<file path="src/rtl/tbp_pkg.sv">
package tbp_pkg;

    typedef enum logic [2:0] {
        ST_IDLE     = 3'd0,
        ST_RD_HUNT  = 3'd1,
        ST_RD_SHIFT = 3'd2,
        ST_RW_HUNT  = 3'd3,
        ST_WR_PRE   = 3'd4,
        ST_WR_SHIFT = 3'd5
    } seq_state_e;

    typedef enum logic [2:0] {
        SH_HOLD,
        SH_CLEAR,
        SH_RX,
        SH_TX,
        SH_LOAD
    } sh_op_e;

endpackage

</file>
<file path="src/rtl/tbp_shifter.sv">
module tbp_shifter
    import tbp_pkg::*;
#(
    parameter int unsigned WORD_W = 8,
    localparam int unsigned IDX_W = $clog2(WORD_W)
) (
    input  logic              clk_i,
    input  logic              rst_ni,
    input  sh_op_e            op_i,
    input  logic              bit_i,
    input  logic [WORD_W-1:0] word_i,
    output logic              idx_zero_o,
    output logic [WORD_W-1:0] rx_word_o,
    output logic              tx_bit_o
);

    localparam logic [IDX_W-1:0] IDX_TOP = IDX_W'(WORD_W - 1);

    typedef struct packed {
        logic [WORD_W-1:0] sr;
        logic [IDX_W-1:0]  idx;
    } sh_t;

    sh_t sh_d, sh_q;

    assign idx_zero_o = (sh_q.idx == '0);
    assign rx_word_o  = sh_q.sr | ({{(WORD_W-1){1'b0}}, bit_i} << sh_q.idx);
    assign tx_bit_o   = sh_q.sr[sh_q.idx];

    always_comb begin
        sh_d = sh_q;
        case (op_i)
            SH_CLEAR: begin
                sh_d.sr  = '0;
                sh_d.idx = IDX_TOP;
            end
            SH_RX: begin
                if (idx_zero_o) begin
                    sh_d.sr  = '0;
                    sh_d.idx = IDX_TOP;
                end else begin
                    sh_d.sr  = rx_word_o;
                    sh_d.idx = sh_q.idx - 1'b1;
                end
            end
            SH_TX: begin
                sh_d.idx = idx_zero_o ? IDX_TOP : sh_q.idx - 1'b1;
            end
            SH_LOAD: begin
                sh_d.sr  = word_i;
                sh_d.idx = IDX_TOP;
            end
            default: ;
        endcase
    end

    always_ff @(posedge clk_i or negedge rst_ni) begin
        if (!rst_ni) begin
            sh_q <= '{sr: '0, idx: IDX_TOP};
        end else begin
            sh_q <= sh_d;
        end
    end

    // the last bit of a byte leaves an empty byte at the top index
    assert_rx_wrap_R5: assert property (@(posedge clk_i) disable iff (!rst_ni)
        (op_i == SH_RX && idx_zero_o) |=> (sh_q.idx == IDX_TOP && sh_q.sr == '0))
        else $error("rx wrap");

    // a write shift that does not wrap steps the index down by one
    assert_tx_step_R8: assert property (@(posedge clk_i) disable iff (!rst_ni)
        (op_i == SH_TX && !idx_zero_o) |=> (sh_q.idx == $past(sh_q.idx) - 1'b1))
        else $error("tx step");

endmodule

</file>
<file path="src/rtl/tbp_datareg.sv">
module tbp_datareg #(
    parameter int unsigned WORD_W = 8
) (
    input  logic              clk_i,
    input  logic              rst_ni,
    input  logic              host_we_i,
    input  logic [WORD_W-1:0] host_data_i,
    input  logic              cap_we_i,
    input  logic [WORD_W-1:0] cap_data_i,
    output logic [WORD_W-1:0] data_o
);

    logic [WORD_W-1:0] data_d, data_q;

    always_comb begin
        data_d = data_q;
        if (cap_we_i) begin
            data_d = cap_data_i;
        end else if (host_we_i) begin
            data_d = host_data_i;
        end
    end

    always_ff @(posedge clk_i or negedge rst_ni) begin
        if (!rst_ni) begin
            data_q <= '0;
        end else begin
            data_q <= data_d;
        end
    end

    assign data_o = data_q;

    // a captured read byte beats a simultaneous host write
    assert_cap_wins_R9: assert property (@(posedge clk_i) disable iff (!rst_ni)
        (cap_we_i && host_we_i) |=> (data_o == $past(cap_data_i)))
        else $error("capture priority");

endmodule

</file>
<file path="src/rtl/tape_byte_path.sv">
module tape_byte_path
    import tbp_pkg::*;
#(
    parameter int unsigned WORD_W = 8
) (
    input  logic              clk_i,
    input  logic              rst_ni,
    input  logic [2:0]        cmd_state_i,
    input  logic              rd_stb_i,
    input  logic              rd_bit_i,
    input  logic              wr_req_i,
    input  logic              host_we_i,
    input  logic [WORD_W-1:0] host_wdata_i,
    output logic              wr_bit_o,
    output logic              wr_bit_vld_o,
    output logic [WORD_W-1:0] data_o,
    output logic              ready_set_o,
    output logic              seq_req_vld_o,
    output logic [2:0]        seq_req_state_o,
    output logic              head_wr_req_o
);

    typedef struct packed {
        logic       wbit;
        logic       wvld;
        logic       ready;
        logic       rvld;
        logic [2:0] rstate;
        logic       headwr;
    } rsp_t;

    rsp_t              rsp_d, rsp_q;
    seq_state_e        st;
    sh_op_e            sh_op;
    logic              cap_we;
    logic              idx_zero;
    logic              tx_bit;
    logic [WORD_W-1:0] rx_word;
    logic [WORD_W-1:0] data_q;

    assign st = seq_state_e'(cmd_state_i);

    always_comb begin
        rsp_d      = '0;
        rsp_d.wbit = rsp_q.wbit;
        sh_op      = SH_HOLD;
        cap_we     = 1'b0;
        case (st)
            ST_RD_HUNT: begin
                if (rd_stb_i && rd_bit_i) begin
                    sh_op        = SH_CLEAR;
                    rsp_d.rvld   = 1'b1;
                    rsp_d.rstate = ST_RD_SHIFT;
                end
            end
            ST_RD_SHIFT: begin
                if (rd_stb_i) begin
                    sh_op = SH_RX;
                    if (idx_zero) begin
                        cap_we      = 1'b1;
                        rsp_d.ready = 1'b1;
                    end
                end
            end
            ST_RW_HUNT: begin
                if (rd_stb_i) begin
                    sh_op        = SH_LOAD;
                    rsp_d.ready  = 1'b1;
                    rsp_d.rvld   = 1'b1;
                    rsp_d.rstate = ST_WR_PRE;
                    rsp_d.headwr = 1'b1;
                end
            end
            ST_WR_PRE: begin
                if (wr_req_i) begin
                    sh_op      = SH_TX;
                    rsp_d.wbit = 1'b0;
                    rsp_d.wvld = 1'b1;
                    if (idx_zero) begin
                        rsp_d.rvld   = 1'b1;
                        rsp_d.rstate = ST_WR_SHIFT;
                    end
                end
            end
            ST_WR_SHIFT: begin
                if (wr_req_i) begin
                    rsp_d.wbit = tx_bit;
                    rsp_d.wvld = 1'b1;
                    if (idx_zero) begin
                        sh_op       = SH_LOAD;
                        rsp_d.ready = 1'b1;
                    end else begin
                        sh_op = SH_TX;
                    end
                end
            end
            default: ;
        endcase
    end

    always_ff @(posedge clk_i or negedge rst_ni) begin
        if (!rst_ni) begin
            rsp_q <= '0;
        end else begin
            rsp_q <= rsp_d;
        end
    end

    tbp_shifter #(.WORD_W(WORD_W)) u_shifter (
        .clk_i      (clk_i),
        .rst_ni     (rst_ni),
        .op_i       (sh_op),
        .bit_i      (rd_bit_i),
        .word_i     (data_q),
        .idx_zero_o (idx_zero),
        .rx_word_o  (rx_word),
        .tx_bit_o   (tx_bit)
    );

    tbp_datareg #(.WORD_W(WORD_W)) u_datareg (
        .clk_i       (clk_i),
        .rst_ni      (rst_ni),
        .host_we_i   (host_we_i),
        .host_data_i (host_wdata_i),
        .cap_we_i    (cap_we),
        .cap_data_i  (rx_word),
        .data_o      (data_q)
    );

    assign data_o          = data_q;
    assign wr_bit_o        = rsp_q.wbit;
    assign wr_bit_vld_o    = rsp_q.wvld;
    assign ready_set_o     = rsp_q.ready;
    assign seq_req_vld_o   = rsp_q.rvld;
    assign seq_req_state_o = rsp_q.rstate;
    assign head_wr_req_o   = rsp_q.headwr;

    // idle state never answers a strobe
    assert_idle_quiet_R2: assert property (@(posedge clk_i) disable iff (!rst_ni)
        (cmd_state_i == 3'd0) |=>
            !(ready_set_o || seq_req_vld_o || wr_bit_vld_o || head_wr_req_o))
        else $error("idle response");

    // zeros during sync hunt are ignored
    assert_hunt_zero_R3: assert property (@(posedge clk_i) disable iff (!rst_ni)
        (cmd_state_i == 3'd1 && rd_stb_i && !rd_bit_i) |=>
            (!seq_req_vld_o && !ready_set_o))
        else $error("zero taken as sync");

    // any bit in rewrite hunt starts the preamble with the head writing
    assert_rewrite_R6: assert property (@(posedge clk_i) disable iff (!rst_ni)
        (cmd_state_i == 3'd3 && rd_stb_i) |=>
            (seq_req_vld_o && seq_req_state_o == 3'd4 && head_wr_req_o && ready_set_o))
        else $error("rewrite switch");

    // preamble bits are zero
    assert_preamble_zero_R7: assert property (@(posedge clk_i) disable iff (!rst_ni)
        (cmd_state_i == 3'd4 && wr_req_i) |=> (wr_bit_vld_o && !wr_bit_o))
        else $error("preamble bit");

endmodule

</file>
<file path="config.mk">
export PLATFORM = sky130hd
export DESIGN_NAME = tape_byte_path
export DESIGN_NICKNAME = d
export VERILOG_FILES = /design/src/rtl/tbp_pkg.sv /design/src/rtl/tbp_shifter.sv /design/src/rtl/tbp_datareg.sv /design/src/rtl/tape_byte_path.sv
export SDC_FILE = /design/constraint.sdc
export NUM_CORES = 1
export LEC_CHECK = 0
export ABC_AREA = 1
export BUFFER_PORTS_ARGS = -buffer_cell sky130_fd_sc_hd__buf_2
export CAP_MARGIN = 15
export CORE_AREA = 8 8 61 73
export CTS_CLUSTER_SIZE = 14
export DETAILED_ROUTE_END_ITERATION = 8
export DIE_AREA = 0 0 69 81
export PLACE_DENSITY = 0.69
export REMOVE_ABC_BUFFERS = 1
export SYNTH_ARGS = -nofsm -noshare
export SYNTH_HDL_FRONTEND = slang
export SYNTH_SLANG_ARGS = --single-unit
export TNS_END_PERCENT = 10
</file>
<file path="constraint.sdc">
create_clock -name clk_i -period 2.3 [get_ports clk_i]
set_input_delay 0.46 -clock clk_i [delete_from_list [all_inputs] [get_ports clk_i]]
set_output_delay 0.46 -clock clk_i [all_outputs]
set_load 0.005 [all_outputs]
</file>
==> results of run 1 <==
==> where the power goes <==
group / total (uW) / leakage [uW] / internal (uW) / switching, uW
clock network: 284 / 0.0000217 / 123 / 161
logic: 460 / 0.000620 / 184 / 277
registers: 694 / 0.000345 / 584 / 110
==> cells in the mapped netlist <==
cell type	number	area (sq um)
a21oi_1	2	10.01
a21oi_2	1	8.760
a31oi_1	7	43.79
buf_1	1	3.750
buf_2	3	15.01
buf_4	1	7.510
buf_6	3	33.78
clkbuf_1	1	3.750
dfrtp_1	24	600.6
dfstp_2	3	78.83
ha_1	3	37.54
inv_1	23	86.33
inv_2	3	11.26
inv_4	1	6.260
nand2_1	48	180.2
nand2_2	3	18.77
nand2_4	1	11.26
nand3_1	13	65.06
nand3_2	1	10.01
nand4_1	11	68.82
nand4_4	1	21.27
nor2_1	36	135.1
nor2_2	3	18.77
nor2_4	1	11.26
nor3_1	1	5.000
o211ai_1	3	22.52
o21ai_0	8	40.04
o21bai_1	6	45.04
==> through the flow <==
stage	worst slack, ns	utilization	std cells
floorplan	0.5229	-	203
global route	0.2921	0.5507	278
finish	0.4322	0.5507	278
CTS	0.4354	0.5507	278
detailed placement	0.4665	0.5359	274
global placement	0.4876	0.5359	274
==> cell type report <==
cell class	count	area, sq um	area share
clock buffer	3	41.29	0.02285
clock inverter	1	7.507	0.004155
inverter	27	103.9	0.05748
multi-input combinational	149	753.2	0.4169
sequential	27	679.4	0.3760
tap	37	46.29	0.02562
timing repair buffer	34	175.2	0.09695
==> kinds of logic (layout without fill, tap and decap cells) <==
group,after synthesis,in the layout,synth area share
AOI/OAI and AO/OA,27,27,0.1063
adders and majority gates,3,3,0.02346
buffers and inverters,36,65,0.1048
DFF,27,27,0.4246
and+or+nand+nor,119,119,0.3409
==> critical path, delay by kind of cell, from the launching register on <==
| family | cells | cell delay, ns |
|---|---|---|
| flip-flops | 1 | 0.63 |
| buffers and inverters | 1 | 0.14 |
| adder cells (fa/ha/maj) | 1 | 0.24 |
| AND/OR/NAND/NOR | 8 | 0.76 |
==> state kept, by name (all words and copies together) (netlist names) <==
register,cells
head_wr_req_o,1
ready_set_o,1
seq_req_state_o,3
seq_req_vld_o,1
u_datareg.data_o,8
u_shifter.sh_q,11
wr_bit_o,1
wr_bit_vld_o,1
==> worst max path at each step <==
stage	from	endpoint	slack (ns)
global route	u_shifter.sh_q[0]	u_shifter.sh_q[4]	0.29
floorplan	u_shifter.sh_q[0]	u_shifter.sh_q[10]	0.52
global placement	u_shifter.sh_q[0]	u_shifter.sh_q[6]	0.49
finish	u_shifter.sh_q[0]	u_shifter.sh_q[4]	0.43
detailed placement	u_shifter.sh_q[0]	u_shifter.sh_q[10]	0.47
CTS	u_shifter.sh_q[0]	u_shifter.sh_q[4]	0.44
==> routing by layer <==
layer	share of wire	global-route usage	vias to the layer above
met4	0.014	0.03696	0
met5	0	0	-
met1	0.46	0.1583	668
li1	-	-	739
met3	0.062	0.03410	6
met2	0.47	0.2271	55
==> summary.md, run 1 <==
| Metric | Value |
|---|---|
| # Post-CTS Setup Buffers | `0` |
| First-pass GRT wire length | `between 6 and 7 mm` |
| Worst Hold Margin | `around 0.18 ns` |
| Initial DRC Count | `62` |
| Largest net degree at the start of global routing | `28` |
| RSZ-0062 raised after global routing | `no` |
| Fmax | `about 540 MHz` |
| Critical path's slowest cell | `dfstp_2` |
| Nets@finish | `about 260` |
| Arr. time, crit path | `2.04 ns` |
| Setup violations, final | `0` |
| Vias in the first global route | `1396` |
| DIE WIDTH | `between 60 and 70 um` |
| Ant diodes | `0` |
| Placed Area | `roughly 1800 sq um` |
| Relative slew slack | `0.5922` |
| P_leak | `between 0.0009 and 0.001 uW` |
| Reg-to-reg endpoint | `u_shifter.sh_q[4]` |
| Max cap viols | `0` |
| Worst Path Required | `2.47 ns` |
| Routed Antenna Nets | `0` |
| Remaining DRCs | `0` |
| Critical Path Fanout Max | `16` |
| Core ar. | `between 3000 and 4000 sq um` |
| Row count | `23` |
| PwrDens | `~800 nW/um^2` |
| # fillers | `324` |
| Initial antenna violation count | `0` |
| Final Power | `about 1400 uW` |
| Final Hold Vio Count | `0` |
| Die ar. | `approximately 5600 sq um` |
| Worst Setup Path Type | `flop to flop` |
| Cts bufs inserted | `3` |
| Area growth, synth to finish | `12.90%` |
| Routability congestion estimate | `roughly 0.85` |
| Skew final | `0.002895 ns` |
| Final setup TNS | `0 ns` |
| CP Launch Type | `flop` |
| Crit path cell chain | `inv_1 -> ha_1 -> nand2_1 -> nor2_1 -> nand2_1 -> nand2_2 -> nand2_4 -> nor2_1 -> nor2_1 -> nand2_1` |
| Worst r2r src | `u_shifter.sh_q[0]` |
| Commonest non-fill, non-tap cell in the layout | `nand2_1` |
| CP endpoint kind | `flop` |
| Tot GR Track Use | `0.1312` |
| Total number of vias | `~1500` |
| Worst-Margin Slew | `around 0.61 ns` |
| Chip Height | `approximately 81 um` |
| Hold WC Path Type | `input port to asynchronous set/reset pin` |
| WL/cell | `13.12 um` |
| Io pins | `33` |
| Period utilisation layout | `0.8121` |
| Register-to-register setup slack | `between 0.4 and 0.5 ns` |
| IO Port Bufs | `32` |
| Synth Register Bits | `27` |
| DP Wirelength | `between 2 and 3 mm` |
| Worst-Skew Late Latency | `roughly 0.28 ns` |
| Clk sinks | `27` |
| Post-CTS Resized | `0` |
| Clock-pin slew on the worst setup and hold paths | `about 0.10 ns` |
| CTS tree | `done` |
| Mapped Cells | `approximately 210` |
| Max-slew violation count | `0` |
| Seq/Total Area, Yosys | `0.4246` |
| Hold buffers post-CTS | `0` |
| Maximum VDD drop | `about 0.47 mV` |
| Synth Area per Inst | `7.549 sq um` |
| Max incr delay on CP | `0.63 ns` |
| Clock buffer depth | `2` |
| Period minus WS final | `roughly 1.9 ns` |
| Fin area | `1807 sq um` |
| Commonest non-fill, non-tap cells in the layout | `48 x nand2_1, 36 x nor2_1, 32 x buf_2` |
| Synth unique cells | `28` |
| Initial Util | `0.4878` |
| H-tree lvl count | `1` |
| R2R cell count | `10` |
| Synthesized area | `1600 sq um` |
| DRT Pass-1 Iters | `4` |
| Drt total wl | `roughly 3.6 mm` |
| CTS root buf | `clkbuf_8` |
| Share of cells above drive strength 1 | `0.2324` |
| Status | `complete, no violations` |
| Synth warn | `0` |
| GRT Residual Overflow | `0` |
| Routed vias/inst | `approximately 5.3` |
(Power assumes the default switching activity.)
==> inputs of run 2 (changes only) <==
==> constraint.sdc (replaced) <==
create_clock -name clk_i -period 1.85 [get_ports clk_i]
set_input_delay 0.37 -clock clk_i [delete_from_list [all_inputs] [get_ports clk_i]]
set_output_delay 0.37 -clock clk_i [all_outputs]
set_load 0.005 [all_outputs]
==> summary.md, run 2 (synthesized netlist as in run 1, its figures left out) <==
| Metric | Value |
|---|---|
| Remaining DRCs | `0 (unchanged)` |
| Initial antenna violation count | `0 (unchanged)` |
| Met1 Use GR | `0.1646 (+0.006324)` |
| Tot GR Track Use | `0.1330 (+0.001736)` |
| Routability congestion estimate | `0.8670 (+2.3%)` |
| Hold buffers post-CTS | `0 (unchanged)` |
| Placed Area | `1793 sq um (+2.0%)` |
| Clock-pin slew on the worst setup and hold paths | `0.10 ns (about the same)` |
| Hold WC Path Type | `input port to asynchronous set/reset pin` |
| Critical path's slowest cell | `dfstp_2` |
| Core ar. | `3281 sq um (unchanged)` |
| Die ar. | `5589 sq um (unchanged)` |
| CTS tree | `done` |
| # fillers | `334 (+3.1%)` |
| CP endpoint kind | `flop` |
| Area growth, synth to finish | `18.06%` |
| Skew final | `0.004466 ns (+0.001571 ns)` |
| Period minus WS final | `1.694 ns (-0.1735 ns)` |
| Arr. time, crit path | `1.89 ns (-0.15 ns)` |
| Worst path depth | `10 (unchanged)` |
| Worst r2r src | `u_shifter.sh_q[1]` |
| Critical Path Fanout Max | `6 (-10)` |
| Vias in the first global route | `1396 (unchanged)` |
| Routed vias/inst | `5.194 (-1.6%)` |
| Worst-Margin Slew | `0.6105 ns (-0.001156 ns)` |
| Routing usage on met2 | `0.2207 (-0.006464)` |
| First-pass GRT wire length | `6.341 mm (+2.1%)` |
| Initial Util | `0.4878 (unchanged)` |
| Fmax | `590.2 MHz (+10%)` |
| Nets@finish | `268 (+2.3%)` |
| Chip Height | `81 um (unchanged)` |
| Worst Hold Margin | `0.09194 ns (-0.08751 ns)` |
| Fin area | `1889 sq um (+4.6%)` |
| IO Port Bufs | `32 (unchanged)` |
| Top reg by flops | `u_shifter.sh_q` |
| Setup violations, final | `0 (unchanged)` |
| Status | `complete, no violations` |
| Worst Setup Path Type | `flop to flop` |
| Reg-to-reg endpoint | `u_shifter.sh_q[0]` |
| R2R cell count | `10 (unchanged)` |
| Cts bufs inserted | `3 (unchanged)` |
| Crit path cell chain | `inv_1 -> ha_1 -> inv_2 -> nor2_4 -> nand2_1 -> nand2_2 -> nand2_1 -> nand2_1 -> o21ai_0 -> nand3_1` |
| Io pins | `33 (unchanged)` |
| P_leak | `0.001013 uW (+2.6%)` |
| Commonest non-fill, non-tap cells in the layout | `47 x nand2_1, 36 x nor2_1, 32 x buf_2` |
| DRT Pass-1 Iters | `4 (unchanged)` |
| GRT Residual Overflow | `0 (unchanged)` |
| Top delay family on crit path | `flip-flops` |
| Routed Antenna Nets | `0 (unchanged)` |
| Busiest grt layer | `met2` |
| DP Wirelength | `2.751 mm (+2.8%)` |
| WL/cell | `13.32 um (+1.5%)` |
| Share of cells above drive strength 1 | `0.2591 (+0.02674)` |
| Worst Path Required | `2.05 ns (-0.42 ns)` |
| Most frequent CP cell | `nand2_1` |
| Final setup TNS | `0 ns (unchanged)` |
| Met3 usage | `0.03776 (+0.003654)` |
| Crit path buffers/inverters | `2 (+1)` |
| Max reg flops | `11 (unchanged)` |
| CP Launch Type | `flop` |
| Final Hold Vio Count | `0 (unchanged)` |
| DIE WIDTH | `69 um (unchanged)` |
| Worst-Skew Late Latency | `0.28 ns (about the same)` |
| Maximum VDD drop | `0.5501 mV (+17%)` |
| H-tree lvl count | `1 (unchanged)` |
| Initial DRC Count | `62 (unchanged)` |
| Register-to-register setup slack | `0.16 ns (-0.28 ns)` |
| Clock buffer depth | `2 (unchanged)` |
| Max-slew violation count | `0 (unchanged)` |
| CTS root buf | `clkbuf_8` |
| Max incr delay on CP | `0.59 ns (-0.04 ns)` |
| Period utilisation layout | `0.9158 (+0.1037)` |
| Largest net degree at the start of global routing | `28 (unchanged)` |
| Row count | `23 (unchanged)` |
| Drt total wl | `3.782 mm (+3.7%)` |
| Commonest non-fill, non-tap cell in the layout | `nand2_1` |
| Relative slew slack | `0.5930 (+0.0007700)` |
| Clk sinks | `27 (unchanged)` |
| PwrDens | `987.7 nW/um^2 (+24%)` |
| Ant diodes | `0 (unchanged)` |
| Max cap viols | `0 (unchanged)` |
| Total number of vias | `1475 (+0.48%)` |
run 2: cell count changes in the layout (fill, tap and decap cells not counted):
cell,previous run,this run
buf_4,2,6
nand2_2,3,4
nand2_8,0,1
inv_2,3,4
nand2_4,1,0
buf_12,0,1
nand4_4,1,2
inv_1,23,22
nand2_1,48,47
run 2: area by class of cell:
type	instances	area, sq um	share of cell area
Timing Repair Buffer	39	225.2	0.1192
Clock inverter	1	7.507	0.003974
Tap cell	37	46.29	0.02450
Clock buffer	3	41.29	0.02185
Sequential cell	27	679.4	0.3596
Multi-Input combinational cell	150	785.8	0.4159
Inverter	27	103.9	0.05497
run 2: repair_timing:
item / in CTS / in global routing
setup endpoints to repair: 0 / 7
setup buffers: 0 / 2
resized for setup: 0 / 4
run 2: report_power, final:
group          internal (uW)  total [uW]  switching, uW
logic                    284         696            413
clock network            153         348            195
registers                724         822           97.6
run 2: through the flow:
step | total power (uW) | cells | setup WS [ns] | utilization
CTS | 1836 | 281 | 0.1091 | 0.5614
global route | 2015 | 284 | -0.003698 | 0.5759
global placement | 1477 | 277 | 0.1688 | 0.5465
detailed placement | 1482 | 277 | 0.1205 | 0.5465
finish | 1866 | 284 | 0.1557 | 0.5759
floorplan | 1256 | 203 | 0.07286 | -
run 2: per-layer routing:
metal  up-vias  share of wire
met2        51           0.48
met1       663           0.44
met5         -              0
met4         0         0.0077
met3         4          0.073
li1        757              -
run 2: worst max path at each step:
stage / from / end
floorplan: u_shifter.sh_q[0] / u_shifter.sh_q[10]
global placement: u_shifter.sh_q[1] / u_shifter.sh_q[10]
detailed placement: u_shifter.sh_q[1] / u_shifter.sh_q[10]
CTS: u_shifter.sh_q[1] / u_shifter.sh_q[5]
global route: u_shifter.sh_q[1] / u_shifter.sh_q[7]
finish: u_shifter.sh_q[1] / u_shifter.sh_q[0]
